### config.mk
export PLATFORM = sky130hd
export DESIGN_NAME = bus_stall_watchdog
export DESIGN_NICKNAME = d
export VERILOG_FILES = /design/src/rtl/bus_stall_watchdog.sv
export SDC_FILE = /design/constraint.sdc
export NUM_CORES = 1
export LEC_CHECK = 0
export BUFFER_PORTS_ARGS = -buffer_cell sky130_fd_sc_hd__buf_2
export CORE_MARGIN = 2
export CORE_UTILIZATION = 42
export CTS_BUF_LIST = sky130_fd_sc_hd__clkbuf_4
export DETAILED_ROUTE_END_ITERATION = 8
export HOLD_SLACK_MARGIN = 0.05
export PLACE_DENSITY_LB_ADDON = 0.05
export SLEW_MARGIN = 20
export SYNTH_ARGS = -nofsm -noshare
export SYNTH_HDL_FRONTEND = slang
export SYNTH_SLANG_ARGS = --single-unit
export TNS_END_PERCENT = 1
### constraint.sdc
create_clock -name clk -period 3.3 [get_ports clk]
set_input_delay 0.165 -clock clk [delete_from_list [all_inputs] [get_ports clk]]
set_output_delay 0.165 -clock clk [all_outputs]
set_load 0.03 [all_outputs]
### src/rtl/bus_stall_watchdog.sv
module bus_stall_watchdog #(
  parameter int LIMIT_CYCLES = 3_300_000
) (
  input  logic clk,
  input  logic rst_n,
  input  logic scl_sync,
  input  logic sda_sync,
  output logic fsm_rst_pulse,
  output logic stall_seen
);
  localparam int CNT_W = (LIMIT_CYCLES > 2) ? $clog2(LIMIT_CYCLES) : 1;
  localparam logic [CNT_W-1:0] LAST = CNT_W'(LIMIT_CYCLES - 1);

  logic [CNT_W-1:0] low_cnt;
  logic             armed;
  logic             bus_low;
  logic             expire;

  assign bus_low = !scl_sync || !sda_sync;
  assign expire  = armed && bus_low && (low_cnt == LAST);

  always_ff @(posedge clk or negedge rst_n) begin
    if (!rst_n) begin
      low_cnt       <= '0;
      armed         <= 1'b1;
      fsm_rst_pulse <= 1'b0;
      stall_seen    <= 1'b0;
    end else begin
      fsm_rst_pulse <= expire;
      if (!bus_low) begin
        low_cnt <= '0;
        armed   <= 1'b1;
      end else if (expire) begin
        low_cnt    <= '0;
        armed      <= 1'b0;
        stall_seen <= 1'b1;
      end else if (armed) begin
        low_cnt <= low_cnt + 1'b1;
      end
    end
  end

  p_single_pulse_r4: assert property (@(posedge clk) disable iff (!rst_n)
    fsm_rst_pulse |=> !fsm_rst_pulse);

  p_flag_sticky_r5: assert property (@(posedge clk) disable iff (!rst_n)
    stall_seen |=> stall_seen);

  p_pulse_with_flag_r5: assert property (@(posedge clk) disable iff (!rst_n)
    fsm_rst_pulse |-> stall_seen);

  p_release_blocks_pulse_r9: assert property (@(posedge clk) disable iff (!rst_n)
    (scl_sync && sda_sync) |=> !fsm_rst_pulse);

  p_no_rearm_while_low_r6: assert property (@(posedge clk) disable iff (!rst_n)
    (fsm_rst_pulse && !scl_sync) |=> !fsm_rst_pulse);

  initial begin
    a_limit_min: assert (LIMIT_CYCLES >= 2);
  end
endmodule

Yosys cells after proc, flatten, opt, wreduce, memory -nomap -nowiden
Index checks and enable logic that the tools add are counted.
Widths: inputs -> output; s select.
- register bits: 25
- bits of input ports: 4
- output and inout bits: 2
- word-level logic and storage cells: 19
- $add $sub $neg: 1
- equal/unequal tests: 3
- multiplexer cells: 5
- reductions and logical operators: 6
- operators by type and width (cell ; number):
    $mux 22 ; 3
    $add 22x1->22 const B ; 1
    $eq 22x22->1 const B ; 1
    $ne 3x2->1 const B ; 1
    $logic_and 1x1->1 ; 2
    $logic_not 1->1 ; 2
    $mux 1 ; 2
    $ne 2x1->1 const B ; 1
    $reduce_and 2->1 ; 1
    $logic_or 1x1->1 ; 1

Logic depth before layout (Yosys ltp)
Gate-level depths: netlist of run 1.
- depth in word-level cells: 6
- mapped depth: 6
- gate-level depth less buffers: 5

Least setup slack after synthesis of run 1
No wires, ideal clock.
- path type: register to register
- start: register low_cnt[0]
- end: register low_cnt[10]
- setup time: 0.119 ns
- arrival: 1.798 ns
- required time: 3.181 ns
- setup slack: 1.383 ns
- stages on the path, launching flop included: 7
- path buffers: 1
- period minus slack after synthesis: 1.917 ns
- cell sequence: dfrtp_1 ha_1 nand2_1 or4_4 o21ai_2 buf_4 nor2_1
- cells in the longest elaborated chain, start to end: 4
- elaborated cells between the ends (all ways): 7
- RTL lines (what ; RTL line ; text):
    from (decl) ; 14 ; logic [CNT_W-1:0] low_cnt;
    from (signal assigned) ; 38 ; low_cnt <= low_cnt + 1'b1;
    $add 22x1->22 / $eq 22x22->1 (equally long branches) ; 38, 20 ;
    $mux 22 / $logic_and 1x1->1 (equally long branches) ; 37, 20 ;
    $mux 22 ; 33 ; end else if (expire) begin
    $mux 22 ; 30 ; if (!bus_low) begin
Parallel ways exist; a longest one is shown, timed or not. The select of a mux whose other input is x is not followed.
A chain may end at the register's enable or synchronous reset.

Final worst setup path of run 1
- start: register low_cnt[0]
- end: register low_cnt[12]
The elaborated chain is that of the path after synthesis.

==> impl_metrics.py, run 1 <==
metrics = {
    "outcome": {
        "outcome": "finished clean",
    },
    "global_routing": {
        "grt-ovfl-total": 0,
        "grt_pass1_wl_um": 5560,
        "antenna_found_initial": 0,
        "grt_max_degree": 26,
        "track_usage_pct": 17.9,
        "grt_pass1_vias": 1138,
    },
    "job": {
        "drv_cap": 0,
    },
    "floorplanning": {
        "initial_core_util_pct": 43.1,
        "dieWidth_um": 62.3,
        "die_area_mm2": 0.00388,
        "rows": 21,
        "core_area_mm2": 0.00331,
        "ioPinCount": 6,
        "fp.dieH_um": 62.3,
    },
    "sta": {
        "worst_pin_slew_ns": 0.551,
        "drv_slew": 0,
        "finalHoldViolations": 0,
        "max_freq_mhz": 441,
        "setup_viol": 0,
        "fin_ws_ns": 1.03,
        "setup_tns_ns": 0,
        "fin_crit_sh_pct": 68.7,
        "fin_skew_ns": 0.00876,
        "post-route-min-period_ns": 2.27,
        "relSlewSlack_pct": 63.3,
        "rsz0062_at_grt": "false",
    },
    "synthesis": {
        "synth_area_leader_cell": "dfrtp_1",
        "synth.area.mux_share_pct": 0,
        "synth_top_family_by_area": "simple AND/OR/NAND/NOR gates",
        "ys_ff_latch": 25,
        "async_reset_ff_share_pct": 100,
        "syn_area_per_cell_um2": 9.15,
        "synthAdderAreaFrac_pct": 0.876,
        "synth_nets": 161,
        "ys_top_cells_by_count": "dfrtp_1 (24), nand2_1 (17), nor2_1 (15), o21ai_0 (11), nand4_1 (10)",
        "synth_edf_count": 0,
        "yosysSeqAreaShare_pct": 43.9,
        "synth-compound-area-share_pct": 10.3,
        "syn_inst": 156,
        "synth.most_common_cell": "dfrtp_1",
        "synthTopCellsByArea": "dfrtp_1 (42%), nand2_1 (4.5%), nand4_1 (4.4%), nor2_1 (3.9%), o21ai_0 (3.9%)",
        "netlist_area_mm2": 0.00143,
        "yosysTopAreaCellShare_pct": 42.1,
        "yosysUniqueCellTypes": 37,
        "synthSimpleGateAreaFrac_pct": 35.5,
        "yosysWarnings": 0,
        "synth-xor-area-share_pct": 6.75,
        "synth_flop_cell": "dfrtp_1",
    },
    "pwr": {
        "p_leak_uw": 0.000571,
        "power.density_mw_per_mm2": 378,
        "vdd_drop_max_uv": 138,
    },
    "place": {
        "gp_congestion": 0.890,
        "dp_hpwl_um": 2270,
        "dpl_worst_slack_ns": 0.989,
        "io_buffers": 5,
    },
    "critical_path": {
        "end_kind": "flop",
        "r2r_slack_ns": 1.03,
        "crit_required_ns": 3.51,
        "cp_slowest_cell": "or4_4",
        "crit_buf_inv": 0,
        "max_stage_delay_ns": 0.62,
        "path_cells": "ha_1, nand2_1, or4_4, o21ai_2, nor2_1",
        "cp_max_fo": 13,
        "arrival_ns": 2.48,
        "crit_family": "simple AND/OR/NAND/NOR gates",
        "start_kind": "flop",
        "crit_type": "flop to flop",
    },
    "clock_network": {
        "clk_latency_ns": 0.33,
        "cts_setup_buffers": 0,
        "cts_buffer_depth": 2,
        "clk_pin_slew_ns": 0.15,
        "htreeDepth": 1,
        "numCtsBuffers": 3,
        "cts-resized-gates": 0,
        "cts_sinks": 25,
        "postCtsHoldBufs": 1,
        "cts_root_buf": "clkbuf_4",
        "cts_tree": "done",
    },
    "route": {
        "drcViolationCount": 0,
        "routed_wl_um": 3150,
        "initialDrtViolationCount": 81,
        "dr.pass1.iters": 4,
        "drtAntennaViolNets": 0,
        "viasPerCell": 5.66,
        "vias": 1172,
        "post_drt_wl_per_cell_um": 15.2,
    },
    "finish": {
        "multiInputGateArea_um2": 763,
        "area_growth_pct": 6.75,
        "seq_area_um2": 627,
        "num-nets-final": 167,
        "insertedDiodeCount": 0,
        "layout-drive-gt1-share_pct": 14.3,
        "fillers": 333,
    },
    "hold_path": {
        "hold_class": "input pin to flop",
    },
}
## sequential cells by signal, indices dropped and copies added (netlist names)
signal and count:
fsm_rst_pulse 1, low_cnt 22, armed 1, stall_seen 1
## stage by stage
stage | instance area, um2 | total power (uW) | util [%] | std cells | hold slack [ns]
floorplan | 1430 | 400 | - | 156 | -0.131
global placement | 1480 | 429 | 44.8 | 202 | 0.180
detailed placement | 1480 | 428 | 44.8 | 202 | 0.187
CTS | 1520 | 577 | 46.0 | 207 | 0.191
global route | 1520 | 611 | 46.0 | 207 | 0.181
finish | 1520 | 575 | 46.0 | 207 | 0.191
## layer usage
| metal | global-route usage (%) | part of all wire [%] | up-vias |
|---|---|---|---|
| met3 | 2.36 | 3.1 | 4 |
| met1 | 26.4 | 51 | 553 |
| met4 | 5.00 | 1.2 | 0 |
| met5 | 0 | 0 | - |
| met2 | 27.9 | 45 | 23 |
| li1 | - | - | 592 |
## cell usage in the layout, fill, tap and decap left out, types with 2 or more instances in the layout
| master | netlist | routed |
|---|---|---|
| dfrtp_1 | 24 | 24 |
| nand3_1 | 5 | 5 |
| xor2_1 | 6 | 6 |
| nor4_1 | 8 | 8 |
| a21oi_1 | 5 | 5 |
| nand4_1 | 10 | 10 |
| nand3_2 | 2 | 2 |
| nor2_1 | 15 | 15 |
| clkbuf_4 | 0 | 4 |
| nand2_1 | 17 | 17 |
| nor4b_1 | 2 | 2 |
| and2_1 | 5 | 5 |
| buf_2 | 3 | 5 |
| or4_4 | 4 | 4 |
| or3_1 | 4 | 4 |
| o21ai_0 | 11 | 11 |
| a31oi_1 | 4 | 4 |
| inv_1 | 3 | 3 |
| xnor2_1 | 5 | 5 |
| nor3_1 | 5 | 5 |
## area by class of cell
cell class | instances | share of cell area (%)
Multi-Input combinational cell | 123 | 50.1
Timing Repair Buffer | 6 | 2.30
Tap cell | 46 | 3.78
Clock buffer | 4 | 1.97
Sequential cell | 25 | 41.1
Inverter | 3 | 0.739
## cells by family (layout without fill, tap and decap cells)
family / count (synthesis) / count (layout)
adder cells (fa/ha/maj): 1 / 1
XOR/XNOR: 11 / 11
buffers and inverters: 8 / 13
AND/OR/NAND/NOR: 86 / 86
flip-flops: 25 / 25
AO/OA/AOI/OAI: 25 / 25
## tightest hold or removal path, stage by stage
cell     delay (ns)
buf_2          0.08
and2_1         0.18
a21oi_1        0.06
## report_power, final
group	leakage, uW	internal (uW)	total [uW]	switching [uW]
registers	0.000341	323	352	28.5
logic	0.000212	25.9	70.9	45.1
clock network	0.0000184	55.6	153	97.1
total	0.000571	405	575	171
## path summary, 6_finish.rpt
kind,endpoint,from,cells after the start
worst max-delay path,low_cnt[12]$_DFFE_PN0P_,low_cnt[0]$_DFFE_PN0P_,5
worst min-delay path,low_cnt[1]$_DFFE_PN0P_,sda_sync,3
worst max register to register,low_cnt[12]$_DFFE_PN0P_,low_cnt[0]$_DFFE_PN0P_,5
worst min register to register,stall_seen$_DFFE_PN0P_,stall_seen$_DFFE_PN0P_,1
max in group asynchronous,armed$_DFFE_PN1P_,rst_n,2
min in group asynchronous,low_cnt[13]$_DFFE_PN0P_,rst_n,2
Power figures use the tool's default switching activity.
==> run 2: changes to the inputs <==
--- a/config.mk
+++ b/config.mk
@@ -5,6 +5,7 @@
 export SDC_FILE = /design/constraint.sdc
 export NUM_CORES = 1
 export LEC_CHECK = 0
+export ABC_AREA = 1
 export BUFFER_PORTS_ARGS = -buffer_cell sky130_fd_sc_hd__buf_2
 export CORE_MARGIN = 2
 export CORE_UTILIZATION = 42
==> constraint.sdc (replaced) <==
create_clock -name clk -period 2.4 [get_ports clk]
set_input_delay 0.12 -clock clk [delete_from_list [all_inputs] [get_ports clk]]
set_output_delay 0.12 -clock clk [all_outputs]
set_load 0.03 [all_outputs]
==> impl_metrics.py, run 2 <==
metrics = {
    "outcome": {
        "outcome": "finished clean",
    },
    "floorplanning": {
        "initial_core_util_pct": 44.4,
        "rows": 21,
        "ioPinCount": 6,
        "core_area_mm2": 0.00339,
        "fp.dieH_um": 63.8,
        "dieWidth_um": 63.8,
        "die_area_mm2": 0.00408,
    },
    "place": {
        "gp_congestion": 0.835,
        "dpl_worst_slack_ns": 0.733,
        "io_buffers": 5,
        "dp_hpwl_um": 2440,
        "placed_cell_area_mm2": 0.00158,
    },
    "clock_network": {
        "cts_tree": "done",
        "htreeDepth": 1,
        "cts_buffer_depth": 2,
        "clk_latency_ns": 0.33,
        "cts-resized-gates": 0,
        "postCtsHoldBufs": 1,
        "clk_pin_slew_ns": 0.14,
        "numCtsBuffers": 3,
        "cts_root_buf": "clkbuf_4",
        "cts_setup_buffers": 0,
        "cts_sinks": 25,
    },
    "route": {
        "post_drt_wl_per_cell_um": 12.0,
        "drcViolationCount": 0,
        "routed_wl_um": 3090,
        "drtAntennaViolNets": 0,
        "viasPerCell": 4.90,
        "dr.pass1.iters": 4,
        "vias": 1259,
        "initialDrtViolationCount": 78,
    },
    "sta": {
        "fin_skew_ns": 0.00872,
        "relSlewSlack_pct": 64.7,
        "worst_pin_slew_ns": 0.530,
        "rsz0062_at_grt": "false",
        "fin_crit_sh_pct": 70.0,
        "finalHoldViolations": 0,
        "setup_viol": 0,
        "fin_ws_ns": 0.719,
        "whs_ns": 0.120,
        "drv_slew": 0,
        "post-route-min-period_ns": 1.68,
        "max_freq_mhz": 595,
        "setup_tns_ns": 0,
    },
    "critical_path": {
        "r2r_slack_ns": 0.72,
        "end_kind": "flop",
        "reg2reg_depth": 8,
        "crit_type": "flop to flop",
        "crit_required_ns": 2.65,
        "cp_max_fo": 16,
        "arrival_ns": 1.93,
        "start_kind": "flop",
    },
    "synthesis": {
        "ys_top_cells_by_count": "nand2_1 (67), dfrtp_1 (24), nor2_1 (23), inv_1 (17), xor2_1 (10)",
        "yosysWarnings": 0,
        "synth_edf_count": 0,
        "yosysTopAreaCellShare_pct": 39.9,
        "synth_flop_cell": "dfrtp_1",
        "syn_inst": 202,
        "ys_ff_latch": 25,
        "synthTopCellsByArea": "dfrtp_1 (40%), nand2_1 (17%), xor2_1 (5.8%), nor2_1 (5.7%), inv_1 (4.2%)",
        "synth.most_common_cell": "nand2_1",
        "netlist_area_mm2": 0.00150,
        "yosysUniqueCellTypes": 25,
        "async_reset_ff_share_pct": 100,
        "syn_area_per_cell_um2": 7.45,
        "yosysSeqAreaShare_pct": 41.7,
        "synth_nets": 207,
        "synth_area_leader_cell": "dfrtp_1",
    },
    "pwr": {
        "swShare_pct": 28.8,
        "vdd_drop_max_uv": 289,
        "switchingPower_uw": 224,
        "pwr-share-seq_pct": 60.4,
        "internal-power_uw": 554,
        "combPwrFrac_pct": 13.3,
        "power.density_mw_per_mm2": 481,
        "p_leak_uw": 0.000703,
        "power_uw": 778,
        "p_clk_share_pct": 26.3,
    },
    "global_routing": {
        "grt-ovfl-total": 0,
        "grt_pass1_wl_um": 5650,
        "track_usage_pct": 17.6,
        "grt_pass1_vias": 1239,
        "grt_max_degree": 26,
        "antenna_found_initial": 0,
    },
    "finish": {
        "fillers": 344,
        "layout-drive-gt1-share_pct": 14.7,
        "num-nets-final": 217,
        "largest-register": "low_cnt",
        "fin_area_mm2": 0.00162,
        "layout_common_cells": "nand2_1 (67), dfrtp_1 (24), nor2_1 (23), inv_1 (17), xor2_1 (10)",
        "final_common_cell": "nand2_1",
        "largest_reg_flops": 22,
        "insertedDiodeCount": 0,
        "area_growth_pct": 7.65,
    },
    "job": {
        "drv_cap": 0,
    },
    "hold_path": {
        "hold_class": "input pin to flop",
        "hold_depth": 4,
    },
}
==> run 2: through the flow <==
stage | instances | utilization [%]
4_1_cts | 257 | 47.8
6_report | 257 | 47.8
3_3_place_gp | 252 | 46.6
3_5_place_dp | 252 | 46.6
5_1_grt | 257 | 47.8
2_1_floorplan | 202 | -
==> run 2: final cells by class <==
| cell class | count | area (um2) | area share, % |
|---|---|---|---|
| inverter | 19 | 71.3 | 4.40 |
| clock buffer | 4 | 30.0 | 1.85 |
| multi-input combinational | 156 | 791 | 48.8 |
| sequential | 25 | 627 | 38.7 |
| timing repair buffer | 7 | 42.5 | 2.63 |
| tap | 46 | 57.6 | 3.55 |
==> run 2: cell families (layout without fill, tap and decap cells) <==
| group | count (synthesis) | count (layout) | synth area share, % |
|---|---|---|---|
| AOI/OAI and AO/OA | 17 | 17 | 6.41 |
| xor gates and xnor gates | 14 | 14 | 8.15 |
| adders and majority gates | 1 | 1 | 0.832 |
| buffers and inverters | 21 | 30 | 5.74 |
| DFF | 25 | 25 | 41.7 |
| and+or+nand+nor | 124 | 124 | 37.2 |
==> run 2: final timing paths <==
check	startpoint	endpoint
max	low_cnt[0]$_DFFE_PN0P_	low_cnt[10]$_DFFE_PN0P_
min	sda_sync	low_cnt[19]$_DFFE_PN0P_
max reg2reg	low_cnt[0]$_DFFE_PN0P_	low_cnt[10]$_DFFE_PN0P_
min reg2reg	stall_seen$_DFFE_PN0P_	stall_seen$_DFFE_PN0P_
max in group asynchronous	rst_n	armed$_DFFE_PN1P_
min in group asynchronous	rst_n	low_cnt[14]$_DFFE_PN0P_
==> run 2: layer usage <==
layer	global-route usage (%)	share of wire [%]	vias up
li1	-	-	661
met5	0	0	-
met4	5.71	1.2	0
met1	24.9	50	574
met2	27.7	46	19
met3	2.11	2.1	5
==> run 2: worst max-delay path, cell delays in order, from the launching register on <==
cell,delay (ns)
dfrtp_1,0.44
ha_1,0.29
nand2_2,0.14
inv_2,0.04
nand2_2,0.06
nor2_2,0.04
nand3_2,0.08
nand3_2,0.27
o21ai_0,0.26
==> run 2: power by group through the flow <==
stage	Clock (uW)	Sequential, uW	Combinational, uW
global placement	0	479	101
CTS	211	471	105
finish	205	470	103
floorplan	0	474	74.7
detailed placement	0	478	103
global route	229	476	117
==> run 3: changes to the inputs <==
--- a/config.mk
+++ b/config.mk
@@ -5,7 +5,7 @@
 export SDC_FILE = /design/constraint.sdc
 export NUM_CORES = 1
 export LEC_CHECK = 0
-export ABC_AREA = 1
+export ABC_AREA = 0
 export BUFFER_PORTS_ARGS = -buffer_cell sky130_fd_sc_hd__buf_2
 export CORE_MARGIN = 2
 export CORE_UTILIZATION = 42
==> constraint.sdc (replaced) <==
create_clock -name clk -period 1.64 [get_ports clk]
set_input_delay 0.082 -clock clk [delete_from_list [all_inputs] [get_ports clk]]
set_output_delay 0.082 -clock clk [all_outputs]
set_load 0.03 [all_outputs]
==> impl_metrics.py, run 3 (synthesis gave the netlist of run 1 again) <==
metrics = {
    "sta": {
        "fin_ws_ns": -0.0692,
        "fin_skew_ns": 0.00412,
        "fin_crit_sh_pct": 104,
        "whs_ns": 0.0962,
        "rsz0062_at_grt": "true",
        "setup_viol": 18,
        "drv_slew": 0,
        "post-route-min-period_ns": 1.71,
        "relSlewSlack_pct": 61.4,
        "finalHoldViolations": 0,
        "setup_tns_ns": -0.794,
        "max_freq_mhz": 585,
        "worst_pin_slew_ns": 0.580,
    },
    "route": {
        "drtAntennaViolNets": 0,
        "routed_wl_um": 3850,
        "drcViolationCount": 0,
        "dr.pass1.iters": 4,
        "post_drt_wl_per_cell_um": 15.5,
        "viasPerCell": 5.51,
        "initialDrtViolationCount": 103,
        "vias": 1367,
    },
    "place": {
        "placed_cell_area_mm2": 0.00182,
        "gp_congestion": 0.869,
        "dp_hpwl_um": 2900,
        "io_buffers": 5,
    },
    "finish": {
        "fillers": 306,
        "layout_common_cells": "buf_4 (39), dfrtp_1 (17), nand2_1 (16), nor2_1 (15), nand4_1 (10)",
        "layout-drive-gt1-share_pct": 39.6,
        "area_growth_pct": 35.1,
        "final_common_cell": "buf_4",
        "multiInputGateArea_um2": 835,
        "insertedDiodeCount": 0,
        "seq_area_um2": 636,
        "largest_reg_flops": 22,
        "largest-register": "low_cnt",
        "num-nets-final": 208,
        "fin_area_mm2": 0.00193,
    },
    "critical_path": {
        "reg2reg_depth": 4,
        "start_kind": "flop",
        "crit_end": "low_cnt[16]$_DFFE_PN0P_",
        "r2r_end": "low_cnt[16]$_DFFE_PN0P_",
        "crit_buf_inv": 0,
        "arrival_ns": 1.98,
        "critPathLaunch": "low_cnt[3]$_DFFE_PN0P_",
        "crit_type": "flop to flop",
        "cp_max_fo": 4,
        "r2r_slack_ns": -0.07,
        "crit_required_ns": 1.91,
        "cp_num_cells": 4,
        "path_cells": "nand4_1, or4_4, or3_4, a21oi_2",
        "cp_slowest_cell": "or4_4",
        "end_kind": "flop",
        "crit_family": "simple AND/OR/NAND/NOR gates",
        "r2r_start": "low_cnt[3]$_DFFE_PN0P_",
        "max_stage_delay_ns": 0.56,
    },
    "clock_network": {
        "cts_tree": "done",
        "clk_pin_slew_ns": 0.15,
        "clk_latency_ns": 0.33,
        "htreeDepth": 1,
        "numCtsBuffers": 3,
        "cts_root_buf": "clkbuf_4",
        "cts_buffer_depth": 2,
        "cts_sinks": 25,
    },
    "floorplanning": {
        "initial_core_util_pct": 43.1,
        "dieWidth_um": 62.3,
        "core_area_mm2": 0.00331,
        "ioPinCount": 6,
        "fp.dieH_um": 62.3,
        "rows": 21,
        "die_area_mm2": 0.00388,
    },
    "global_routing": {
        "antenna_found_initial": 0,
        "grt_max_degree": 26,
        "grt_pass1_wl_um": 6930,
        "grt-ovfl-total": 0,
        "track_usage_pct": 22.0,
        "grt_pass1_vias": 1437,
    },
    "hold_path": {
        "hold_depth": 3,
        "min_from": "sda_sync",
        "hold_class": "input pin to flop",
    },
    "pwr": {
        "p_leak_uw": 0.000784,
        "power.density_mw_per_mm2": 678,
        "vdd_drop_max_uv": 400,
    },
    "outcome": {
        "outcome": "complete, but fails checks",
        "violations": "negative setup slack",
    },
    "job": {
        "drv_cap": 0,
    },
}
## run 3: per-layer routing
layer / share of wire [%] / global-route usage (%) / up-vias
met5: 0 / 0 / -
met3: 3.7 / 3.80 / 6
met4: 1.2 / 5.00 / 0
met1: 47 / 30.5 / 654
li1: - / - / 670
met2: 48 / 36.4 / 37
## run 3: layout make-up
type | count | share of cell area, %
clock buffers | 4 | 1.56
inverters | 3 | 0.584
multi-input cells | 123 | 43.3
flip-flops and latches | 25 | 33.0
well taps | 46 | 2.99
repair buffers | 47 | 18.6
## run 3: how the worst min path moves through the flow
stage	to	slack, ns
final	low_cnt[2]$_DFFE_PN0P_	0.1
after global routing	low_cnt[1]$_DFFE_PN0P_	0.13
after CTS	low_cnt[0]$_DFFE_PN0P_	0.11
after detailed placement	fsm_rst_pulse$_DFF_PN0_	0.12
after global placement	fsm_rst_pulse$_DFF_PN0_	0.10
after floorplan	fsm_rst_pulse$_DFF_PN0_	-0.21
## run 3: where the power goes
part / switching [uW] / leakage (uW) / internal [uW]
registers: 46.7 / 0.000330 / 654
clock network: 201 / 0.0000184 / 112
logic: 146 / 0.000436 / 149
total: 393 / 0.000784 / 915
## run 3: tightest hold or removal path: cells and delay by family
kind	cells	cell delay [ns]
buffers and inverters	1	0.08
AND/OR/NAND/NOR	2	0.24
## run 3: timing repair
item,CTS,global route
pin swaps,8,1
resized for setup,5,12
setup buffers,1,1
hold endpoints to repair,24,0
hold buffers,1,0
setup endpoints to repair,22,23
## run 3: through the flow
stage | total power (uW) | setup slack (ns) | util, % | std cells
floorplan | 828 | -0.0642 | - | 156
global placement | 981 | -0.0858 | 54.9 | 241
detailed placement | 983 | -0.0978 | 54.9 | 241
CTS | 1290 | -0.0794 | 57.0 | 247
global route | 1390 | -0.129 | 58.2 | 248
finish | 1310 | -0.0692 | 58.2 | 248
